--- src/rtl/fcmp_pkg.sv ---
package fcmp_pkg;

    typedef enum logic [2:0] {
        OP_UNORD = 3'd0,
        OP_BLTA  = 3'd1,
        OP_EQ    = 3'd2,
        OP_LE    = 3'd3,
        OP_GT    = 3'd4,
        OP_NE    = 3'd5,
        OP_GE    = 3'd6,
        OP_RSV   = 3'd7
    } fcmp_op_e;

    typedef struct packed {
        logic sign;
        logic is_zero;
        logic is_nan;
        logic is_snan;
    } fcls_t;

    localparam int STAT_INV = 0;

endpackage

--- src/rtl/fcmp_classify.sv ---
module fcmp_classify
    import fcmp_pkg::*;
#(
    parameter int EXP_W  = 8,
    parameter int FRAC_W = 23,
    localparam int WIDTH = 1 + EXP_W + FRAC_W
) (
    input  logic [WIDTH-1:0] value,
    output fcls_t            cls,
    output logic [WIDTH-2:0] mag
);
    logic [EXP_W-1:0]  exp_f;
    logic [FRAC_W-1:0] frac_f;

    always_comb begin
        exp_f       = value[WIDTH-2:FRAC_W];
        frac_f      = value[FRAC_W-1:0];
        mag         = value[WIDTH-2:0];
        cls.sign    = value[WIDTH-1];
        cls.is_zero = (mag == '0);
        cls.is_nan  = (&exp_f) && (frac_f != '0);
        cls.is_snan = cls.is_nan && !frac_f[FRAC_W-1];
    end
endmodule

--- src/rtl/fcmp_order.sv ---
module fcmp_order
    import fcmp_pkg::*;
#(
    parameter int MAG_W = 31
) (
    input  fcls_t            cls_a,
    input  fcls_t            cls_b,
    input  logic [MAG_W-1:0] mag_a,
    input  logic [MAG_W-1:0] mag_b,
    output logic             a_lt_b,
    output logic             b_lt_a,
    output logic             a_eq_b
);
    logic ordered;
    logic both_zero;

    always_comb begin
        ordered   = !cls_a.is_nan && !cls_b.is_nan;
        both_zero = cls_a.is_zero && cls_b.is_zero;
        a_lt_b    = 1'b0;
        b_lt_a    = 1'b0;
        a_eq_b    = ordered && (both_zero ||
                    ((cls_a.sign == cls_b.sign) && (mag_a == mag_b)));
        if (ordered && !both_zero) begin
            if (cls_a.sign != cls_b.sign) begin
                a_lt_b = cls_a.sign;
                b_lt_a = cls_b.sign;
            end else if (!cls_a.sign) begin
                a_lt_b = mag_a < mag_b;
                b_lt_a = mag_b < mag_a;
            end else begin
                a_lt_b = mag_a > mag_b;
                b_lt_a = mag_b > mag_a;
            end
        end
    end
endmodule

--- src/rtl/fcmp_unit.sv ---
module fcmp_unit
    import fcmp_pkg::*;
#(
    parameter int EXP_W     = 8,
    parameter int FRAC_W    = 23,
    parameter int STAT_W    = 4,
    parameter int CAUSE_W   = 5,
    parameter int FPU_CAUSE = 6,
    localparam int WIDTH    = 1 + EXP_W + FRAC_W
) (
    input  logic               clk,
    input  logic               rst_n,
    input  logic               cmp_valid,
    input  logic [2:0]         cmp_op,
    input  logic [WIDTH-1:0]   opnd_a,
    input  logic [WIDTH-1:0]   opnd_b,
    input  logic               sw_wr,
    input  logic [STAT_W-1:0]  sw_data,
    input  logic               exc_cfg_en,
    input  logic               exc_glb_en,
    output logic               cmp_result,
    output logic               exc_req,
    output logic [STAT_W-1:0]  fsr_q,
    output logic [CAUSE_W-1:0] cause_q
);
    typedef struct packed {
        logic [STAT_W-1:0]  fsr;
        logic [CAUSE_W-1:0] cause;
    } state_t;

    state_t st_d, st_q;

    fcls_t            cls [2];
    logic [WIDTH-2:0] mag [2];
    logic [WIDTH-1:0] opnd [2];

    assign opnd[0] = opnd_a;
    assign opnd[1] = opnd_b;

    for (genvar gi = 0; gi < 2; gi++) begin : g_cls
        fcmp_classify #(.EXP_W(EXP_W), .FRAC_W(FRAC_W)) u_cls (
            .value (opnd[gi]),
            .cls   (cls[gi]),
            .mag   (mag[gi])
        );
    end

    logic a_lt_b, b_lt_a, a_eq_b;

    fcmp_order #(.MAG_W(WIDTH - 1)) u_ord (
        .cls_a  (cls[0]),
        .cls_b  (cls[1]),
        .mag_a  (mag[0]),
        .mag_b  (mag[1]),
        .a_lt_b (a_lt_b),
        .b_lt_a (b_lt_a),
        .a_eq_b (a_eq_b)
    );

    logic any_nan, any_snan, inv_hit, raise_inv;

    always_comb begin
        any_nan    = cls[0].is_nan  || cls[1].is_nan;
        any_snan   = cls[0].is_snan || cls[1].is_snan;
        cmp_result = 1'b0;
        inv_hit    = 1'b0;
        unique case (fcmp_op_e'(cmp_op))
            OP_UNORD: begin cmp_result = any_nan;            inv_hit = any_snan; end
            OP_BLTA:  begin cmp_result = b_lt_a;             inv_hit = any_nan;  end
            OP_EQ:    begin cmp_result = a_eq_b;             inv_hit = any_snan; end
            OP_LE:    begin cmp_result = a_lt_b || a_eq_b;   inv_hit = any_nan;  end
            OP_GT:    begin cmp_result = a_lt_b;             inv_hit = any_nan;  end
            OP_NE:    begin cmp_result = !a_eq_b;            inv_hit = any_snan; end
            OP_GE:    begin cmp_result = !a_lt_b;            inv_hit = any_nan;  end
            OP_RSV:   begin cmp_result = 1'b0;               inv_hit = 1'b0;     end
            default:  begin cmp_result = 1'b0;               inv_hit = 1'b0;     end
        endcase
        raise_inv = cmp_valid && inv_hit;
        exc_req   = raise_inv && exc_cfg_en && exc_glb_en;

        st_d = st_q;
        if (sw_wr) begin
            st_d.fsr = sw_data;
        end
        if (raise_inv) begin
            st_d.fsr[STAT_INV] = 1'b1;
        end
        if (exc_req) begin
            st_d.cause = CAUSE_W'(FPU_CAUSE);
        end
    end

    always_ff @(posedge clk or negedge rst_n) begin
        if (!rst_n) begin
            st_q <= '0;
        end else begin
            st_q <= st_d;
        end
    end

    assign fsr_q   = st_q.fsr;
    assign cause_q = st_q.cause;

endmodule

--- config.mk ---
export PLATFORM = sky130hd
export DESIGN_NAME = fcmp_unit
export DESIGN_NICKNAME = d
export VERILOG_FILES = /design/src/rtl/fcmp_pkg.sv /design/src/rtl/fcmp_classify.sv /design/src/rtl/fcmp_order.sv /design/src/rtl/fcmp_unit.sv
export SDC_FILE = /design/constraint.sdc
export NUM_CORES = 1
export LEC_CHECK = 0
export ABC_AREA = 0
export BUFFER_PORTS_ARGS = -buffer_cell sky130_fd_sc_hd__buf_2
export CORE_MARGIN = 2
export CORE_UTILIZATION = 48
export DETAILED_ROUTE_END_ITERATION = 7
export PLACE_DENSITY = 0.95
export REMOVE_ABC_BUFFERS = 1
export SLEW_MARGIN = 20
export SYNTH_ARGS = -nofsm -noshare
export SYNTH_HDL_FRONTEND = slang
export SYNTH_SLANG_ARGS = --single-unit
--- constraint.sdc ---
create_clock -name clk -period 6.9 [get_ports clk]
set_input_delay 1.035 -clock clk [delete_from_list [all_inputs] [get_ports clk]]
set_output_delay 1.035 -clock clk [all_outputs]
set_load 0.01 [all_outputs]
After elaboration in Yosys (flattened, before gate mapping)
Index checks and enable logic that the tools add are counted. Widths: inputs -> output; s select.

Flip-flop bits (word level): 5. Output and inout port bits: 11. Word-level logic and storage cells: 60.

Order comparisons: 4. Equal/unequal tests: 10. Mux-type cells: 10. Reduce and logical (&&, ||, !) cells: 33.

Operators by type and width (number): $gt 31x31->1 (2); $logic_not 31->1 (2); $lt 31x31->1 (2); $reduce_bool 23->1 (2); $eq 31x31->1 (1); $reduce_and 8->1 (2); $eq 3x3->1 const B (4); $logic_and 1x1->1 (12); $mux 1 (8); $pmux 1 s8 (1); $logic_not 1->1 (7); $eq 3x2->1 const B (2); $logic_or 1x1->1 (4); $reduce_or 4->1 (1); $eq 3x1->1 const B (1); $logic_not 3->1 (1); $pmux 1 s3 (1); $reduce_or 3->1 (1); $reduce_bool 2->1 (1); $eq 1x1->1 (1); $ne 1x1->1 (1).

Logic depth before layout (Yosys ltp)
Gate-level depths: netlist (run 1).

Word-level depth: 8. Gate-level depth with buffers: 10. Depth with buffers taken out: 10.

By module
A second synthesis (run 1) with hierarchy kept.

Cells, all modules: 254. Area, all modules: 1945.6 µm².

Modules (own cells, without submodules): fcmp_order (instances 1, cells an instance 121, area an instance 878.3 µm², seq. area each 0.0 µm²); fcmp_classify (instances 2, cells an instance 48, area an instance 354.1 µm², seq. area each 0.0 µm²); fcmp_unit (instances 1, cells an instance 37, area an instance 359.1 µm², seq. area each 125.1 µm²).

Worst setup path after synthesis (run 1)
Ideal clock, no wire load.

Path type: input-to-output. From: input opnd_a[22]. To: output cmp_result. Data arrival time: 3.152 ns. Required time: 5.865 ns. Setup slack: 2.713 ns. Stages on the path: 10. Buffers on the path: 0. Cell sequence: inv_1 ha_1 a21oi_2 o21ai_1 a221o_1 nor2b_1 or3_1 a2111o_1 a221o_1 nand3b_1.

Cells in the longest elaborated chain, start to end: 8.

RTL lines: start: declaration (RTL line fcmp_unit.sv:15) `input logic [WIDTH-1:0] opnd_a,`; parallel branches: the longest is 7 deep, another holds $lt 31x31->1; $pmux 1 s8 * (RTL line fcmp_unit.sv:67) `unique case (fcmp_op_e'(cmp_op))`; end: declaration (RTL line fcmp_unit.sv:21) `output logic cmp_result,`.

Mark *: on every way between the ends.

Final worst setup path (run 1)
From: input opnd_a[20]. To: output cmp_result.

Same word-level chain as after synthesis.

==> flow_metrics.tcl, run 1 <==
set metrics [dict create \
    slowest_stage "a2111o_1" \
    std_cell_rows 20 \
    cts_buffer_depth 2 \
    synth_compound_area_frac 0.1827 \
    synth_ff_type "dfrtp_1" \
    die_w_um 59.39 \
    diodes 0 \
    layout_commonest_cell "buf_2" \
    netlist_area_um2 1473 \
    grt_start_max_net_pins 10 \
    synth.distinct_cells 44 \
    drtIter0Drc 46 \
    startpoint_type "input pin" \
    internal-power_mw 0.1033 \
    synth.area.mux_share 0.03738 \
    synth_area_per_cell_um2 7.514 \
    dr_total_vias 1758 \
    ios 88 \
    dp.cells 310 \
    power.density_nw_per_um2 88.69 \
    maxSlewViolCount 0 \
    path_class "input pin to output pin" \
    synth_edf_count 0 \
    p_clk_frac 0.198 \
    cp_cell_sequence "buf_2, inv_1, ha_1, a21oi_1, o21ai_1, a221o_1, nor2b_1, or3_1, a2111o_1, a221o_1, nand3b_1, buf_2" \
    cts_tree "done" \
    p_leak_nw 1.036 \
    relSlewSlack 0.6421 \
    clk_latency_ps 240 \
    path_clk_slew_ps 40 \
    cpPeakStageDelay_ps 410 \
    start_util 0.4945 \
    final_cell_mix "buf_2, inv_1, ha_1" \
    setup_violations 0 \
    dp_hpwl_mm 3.641 \
    pwr-share-seq 0.202 \
    worst_ir_drop_vdd_uv 56.13 \
    hold_path_class "flop to flop" \
    cts_setup_buffers 0 \
    p_sw_frac 0.3954 \
    max_slew.worst_pin.slew_ps 531.9 \
    worst_hold_slack_ps 492.2 \
    fin_crit_ps 4504 \
    ys_seq_area_frac 0.08496 \
    dieArea_um2 3527 \
    rsz0062_at_grt "false" \
    grt.overflow.total 0 \
    drtPass1Iterations 4 \
    finalNonFillerCells 314 \
    path_buf_inv 3 \
    cts_hold_buf 0 \
    p_sw_mw 0.06757 \
    hold_viol_final 0 \
    final_nets 390 \
    clkSinkCount 5 \
    synthArstFlopShare 1.000 \
    wl_per_cell_um 12.97 \
    htree_levels 1 \
    combPwrFrac 0.600 \
    final.setup_skew_ps 0 \
    path_delay_family "compound AO/OA/AOI/OAI gates" \
    worstPathRequired_ps 5860 \
    yosysWarnings 0 \
    cts_root_buf "clkbuf_4" \
    synthSimpleGateAreaFrac 0.3059 \
    synth_xor_xnor_area_share 0.005947 \
    end_kind "output pin" \
    layout-drive-gt1-share 0.3665 \
    fin_crit_sh 0.6527 \
    status "finished, final reports clean" \
    grt_pass1_vias 1717 \
    drc 0 \
    grt_pass1_wl_mm 6.713 \
    grt_usage 0.2411 \
    fin_setup_tns_ps 0 \
    crit_fanout 2 \
    portBuffers 84 \
    cts_buffers 3 \
    ant_nets 0 \
    die_y_um 59.39 \
    syn_inst 196 \
    ys_ff_latch 5 \
    maxCapViolations 0 \
    syn_to_final_growth_pct 30.84 \
    crit_arrival_ps 3470 \
    viasPerCell 5.599 \
    synth_top_family_by_area "simple AND/OR/NAND/NOR gates" \
    core-area_um2 2978 \
    wl_mm 4.074 \
    place.gp.congestion 0.9057 \
    antenna_found_initial 0 \
    ctsResizeCount 0 \
    clock.fmax_mhz 222.0 \
    synth_fa_ha_area_frac 0.2634 \
]
## Yosys cell counts, drive strengths merged (4+ instances only)
cell,instances,area share
a21oi,15,0.054
nand4,13,0.070
nor4,16,0.072
buf,5,0.028
nor2,8,0.020
dfrtp,5,0.085
nand3b,4,0.020
o21ai,9,0.031
nand3,8,0.027
nand2,12,0.031
nor3,5,0.017
mux2,4,0.031
ha,31,0.26
inv,34,0.087
## layout make-up
type | count | area (um2)
clock buffers | 4 | 26.28
flip-flops and latches | 5 | 125.1
well taps | 33 | 41.29
fillers | 263 | 1051
multi-input cells | 153 | 1182
inverters | 35 | 131.4
repair buffers | 84 | 420.4
## state kept, by name (all words and copies together), names as in the netlist
name and cells:
fsr_q 4, cause_q 1
## routing by layer
| layer | track usage | wire (um) |
|---|---|---|
| met5 | 0 | 0 |
| met4 | 0.06494 | 59 |
| met3 | 0.03275 | 234 |
| met1 | 0.2882 | 1750 |
| met2 | 0.4443 | 2029 |
## per-stage QoR
step	total power, mW	util	cell area, um2	setup WS (ps)
finish	0.1709	0.6471	1927	2396
global route	0.1862	0.6471	1927	2267
CTS	0.1714	0.6471	1927	2415
detailed placement	0.1359	0.6382	1901	2415
global placement	0.1324	0.6382	1901	2456
floorplan	0.08962	-	1439	2713
## logic make-up after synthesis
logic type | count (synthesis)
simple gates | 76
buf+inv | 40
compound gates | 37
fa+ha+maj | 31
mux | 5
flops | 5
other cells | 1
xor+xnor | 1
## power by group through the flow
stage               sequential [mW]  clock, mW  combinational, mW
floorplan                    0.0370          0             0.0526
global placement             0.0347          0             0.0977
detailed placement           0.0349          0              0.101
CTS                          0.0345     0.0353              0.102
global route                 0.0349     0.0365              0.115
finish                       0.0345     0.0339              0.103
## path summary, 6_finish.rpt
check,startpoint,end,slack (ps),cells past startpoint
min,cause_q[1],cause_q[1],490,1
min reg2reg,cause_q[1],cause_q[1],490,1
max,opnd_a[20],cmp_result,2400,12
max reg2reg,cause_q[1],cause_q[1],6110,1
max in group asynchronous,rst_n,fsr_q[3],6170,1
min in group asynchronous,rst_n,fsr_q[2],600,1
(Power assumes the default switching activity.)
==> run 2, diff against run 1 <==
--- a/config.mk
+++ b/config.mk
@@ -8,9 +8,9 @@
 export ABC_AREA = 0
 export BUFFER_PORTS_ARGS = -buffer_cell sky130_fd_sc_hd__buf_2
 export CORE_MARGIN = 2
-export CORE_UTILIZATION = 48
+export CORE_UTILIZATION = 44
 export DETAILED_ROUTE_END_ITERATION = 7
-export PLACE_DENSITY = 0.95
+export PLACE_DENSITY = 0.93
 export REMOVE_ABC_BUFFERS = 1
 export SLEW_MARGIN = 20
 export SYNTH_ARGS = -nofsm -noshare
==> constraint.sdc (replaced) <==
create_clock -name clk -period 4.5 [get_ports clk]
set_input_delay 0.675 -clock clk [delete_from_list [all_inputs] [get_ports clk]]
set_output_delay 0.675 -clock clk [all_outputs]
set_load 0.01 [all_outputs]
==> run 2 against run 1 <==
- cell count up 4.1%
- critical path depth unchanged
- register-to-register slack worse by 2400 ps
- clock power up 55%
- worst setup slack worse by 1700 ps
- power up 53%
- wire length down 2.4%
- global-route usage down 2.9 points
- combinational power up 51%
- clock skew unchanged
==> flow_metrics.tcl, run 2 (synthesis results as in run 1) <==
set metrics [dict create \
    final_cell_mix "buf_2, inv_1, ha_1" \
    cts_buffer_depth 2 \
    path_class "input pin to output pin" \
    grt_pass1_wl_mm 6.244 \
    r2r-start "cause_q[1]" \
    status "finished, final reports clean" \
    place.gp.congestion 0.9219 \
    final.setup_skew_ps 0 \
    reg2reg_setup_slack_ps 3700 \
    grt.overflow.total 0 \
    internal-power_mw 0.1582 \
    end_kind "output pin" \
    core-area_um2 3284 \
    crit_fanout 3 \
    relSlewSlack 0.6407 \
    start_util 0.4484 \
    grt_start_max_net_pins 10 \
    ctsResizeCount 0 \
    die_w_um 61.85 \
    hold_viol_final 0 \
    grt_usage 0.2125 \
    combPwrFrac 0.596 \
    drtIter0Drc 67 \
    diodes 0 \
    rsz0062_at_grt "false" \
    largest_reg_flops 4 \
    worst_ir_drop_vdd_uv 107.9 \
    cts_buffers 3 \
    final_nets 390 \
    startpoint_type "input pin" \
    p_clk_frac 0.202 \
    worstPathRequired_ps 3830 \
    fin_setup_tns_ps 0 \
    htree_levels 1 \
    power.density_nw_per_um2 134.4 \
    r2r-end "cause_q[1]" \
    wl_per_cell_um 12.16 \
    p_sw_frac 0.3944 \
    hold_path_class "input pin to asynchronous set/reset pin" \
    clkSinkCount 5 \
    fin_crit_sh 0.8405 \
    clock.fmax_mhz 264.4 \
    ios 88 \
    antenna_found_initial 0 \
    dr_total_vias 1755 \
    path_clk_slew_ps 50 \
    max_slew.worst_pin.slew_ps 534.0 \
    cts_tree "done" \
    portBuffers 84 \
    maxSlewViolCount 0 \
    layout_commonest_cell "buf_2" \
    p_sw_mw 0.1030 \
    power_mw 0.2612 \
    grt_pass1_vias 1610 \
    cts_root_buf "clkbuf_4" \
    r2r_cells 1 \
    maxCapViolations 0 \
    std_cell_rows 21 \
    wl_mm 3.977 \
    viasPerCell 5.367 \
    layout-drive-gt1-share 0.3665 \
    setup_violations 0 \
    die_y_um 61.85 \
    fin_crit_ps 3782 \
    p_leak_nw 1.036 \
    dieArea_um2 3825 \
    ant_nets 0 \
    pwr-share-seq 0.202 \
    drc 0 \
    cts_hold_buf 0 \
    fillers 316 \
    cts_setup_buffers 0 \
    clk_latency_ps 250 \
    drtPass1Iterations 4 \
    crit_arrival_ps 3110 \
    syn_to_final_growth_pct 31.95 \
    dp_hpwl_mm 3.601 \
]
-- run 2: cell counts in the layout (fill, tap and decap cells not counted) --
Identical to the previous run, type by type.
-- run 2: how the worst max path moves through the flow --
| stage | start | end | slack [ps] | cells after the start |
|---|---|---|---|---|
| final | opnd_a[22] | cmp_result | 720 | 12 |
| after global routing | opnd_a[13] | cmp_result | 570 | 12 |
| after CTS | opnd_a[22] | cmp_result | 710 | 12 |
| after detailed placement | opnd_a[22] | cmp_result | 720 | 12 |
| after global placement | opnd_a[22] | cmp_result | 760 | 12 |
| after floorplan | opnd_a[22] | cmp_result | 1030 | 10 |
-- run 2: critical path, cell delays in order --
cell and delay (ps):
buf_2 110, inv_1 40, ha_1 320, a21oi_2 140, o21ai_1 80, a221o_1 350, nor2b_1 130, or3_1 340
a2111o_1 420, a221o_1 300, nand3b_1 70, buf_2 120
-- run 2: area by class of cell --
type,count,area (um2),area share
Clock buffer,4,26.28,0.01352
Inverter,35,131.4,0.06761
Multi-Input combinational cell,153,1182,0.6085
Tap cell,46,57.56,0.02962
Timing Repair Buffer,84,420.4,0.2164
Sequential cell,5,125.1,0.06439
-- run 2: per-layer routing --
metal  GRT usage  routed length [um]  share of wire
met1      0.2497                1675           0.42
met2      0.4075                2035           0.51
met3     0.01656                 210          0.053
met4     0.06079                  55          0.014
met5           0                   0              0
-- run 2: power by group through the flow --
| stage | clock network [mW] | logic, mW | registers, mW |
|---|---|---|---|
| floorplan | 0 | 0.0806 | 0.0568 |
| finish | 0.0527 | 0.156 | 0.0528 |
| global placement | 0 | 0.150 | 0.0530 |
| CTS | 0.0551 | 0.156 | 0.0529 |
| global route | 0.0558 | 0.177 | 0.0535 |
| detailed placement | 0 | 0.155 | 0.0535 |
-- run 2: stage by stage --
step | instances | utilization | area, um2 | setup slack (ps) | hold WS (ps)
3_5_place_dp | 323 | 0.5836 | 1917 | 716.8 | 487.5
3_3_place_gp | 323 | 0.5836 | 1917 | 762.2 | 466.2
4_1_cts | 327 | 0.5916 | 1943 | 714.3 | 226.4
6_report | 327 | 0.5916 | 1943 | 717.8 | 231.2
2_1_floorplan | 193 | - | 1439 | 1033 | 379.4
5_1_grt | 327 | 0.5916 | 1943 | 568.9 | 234.5
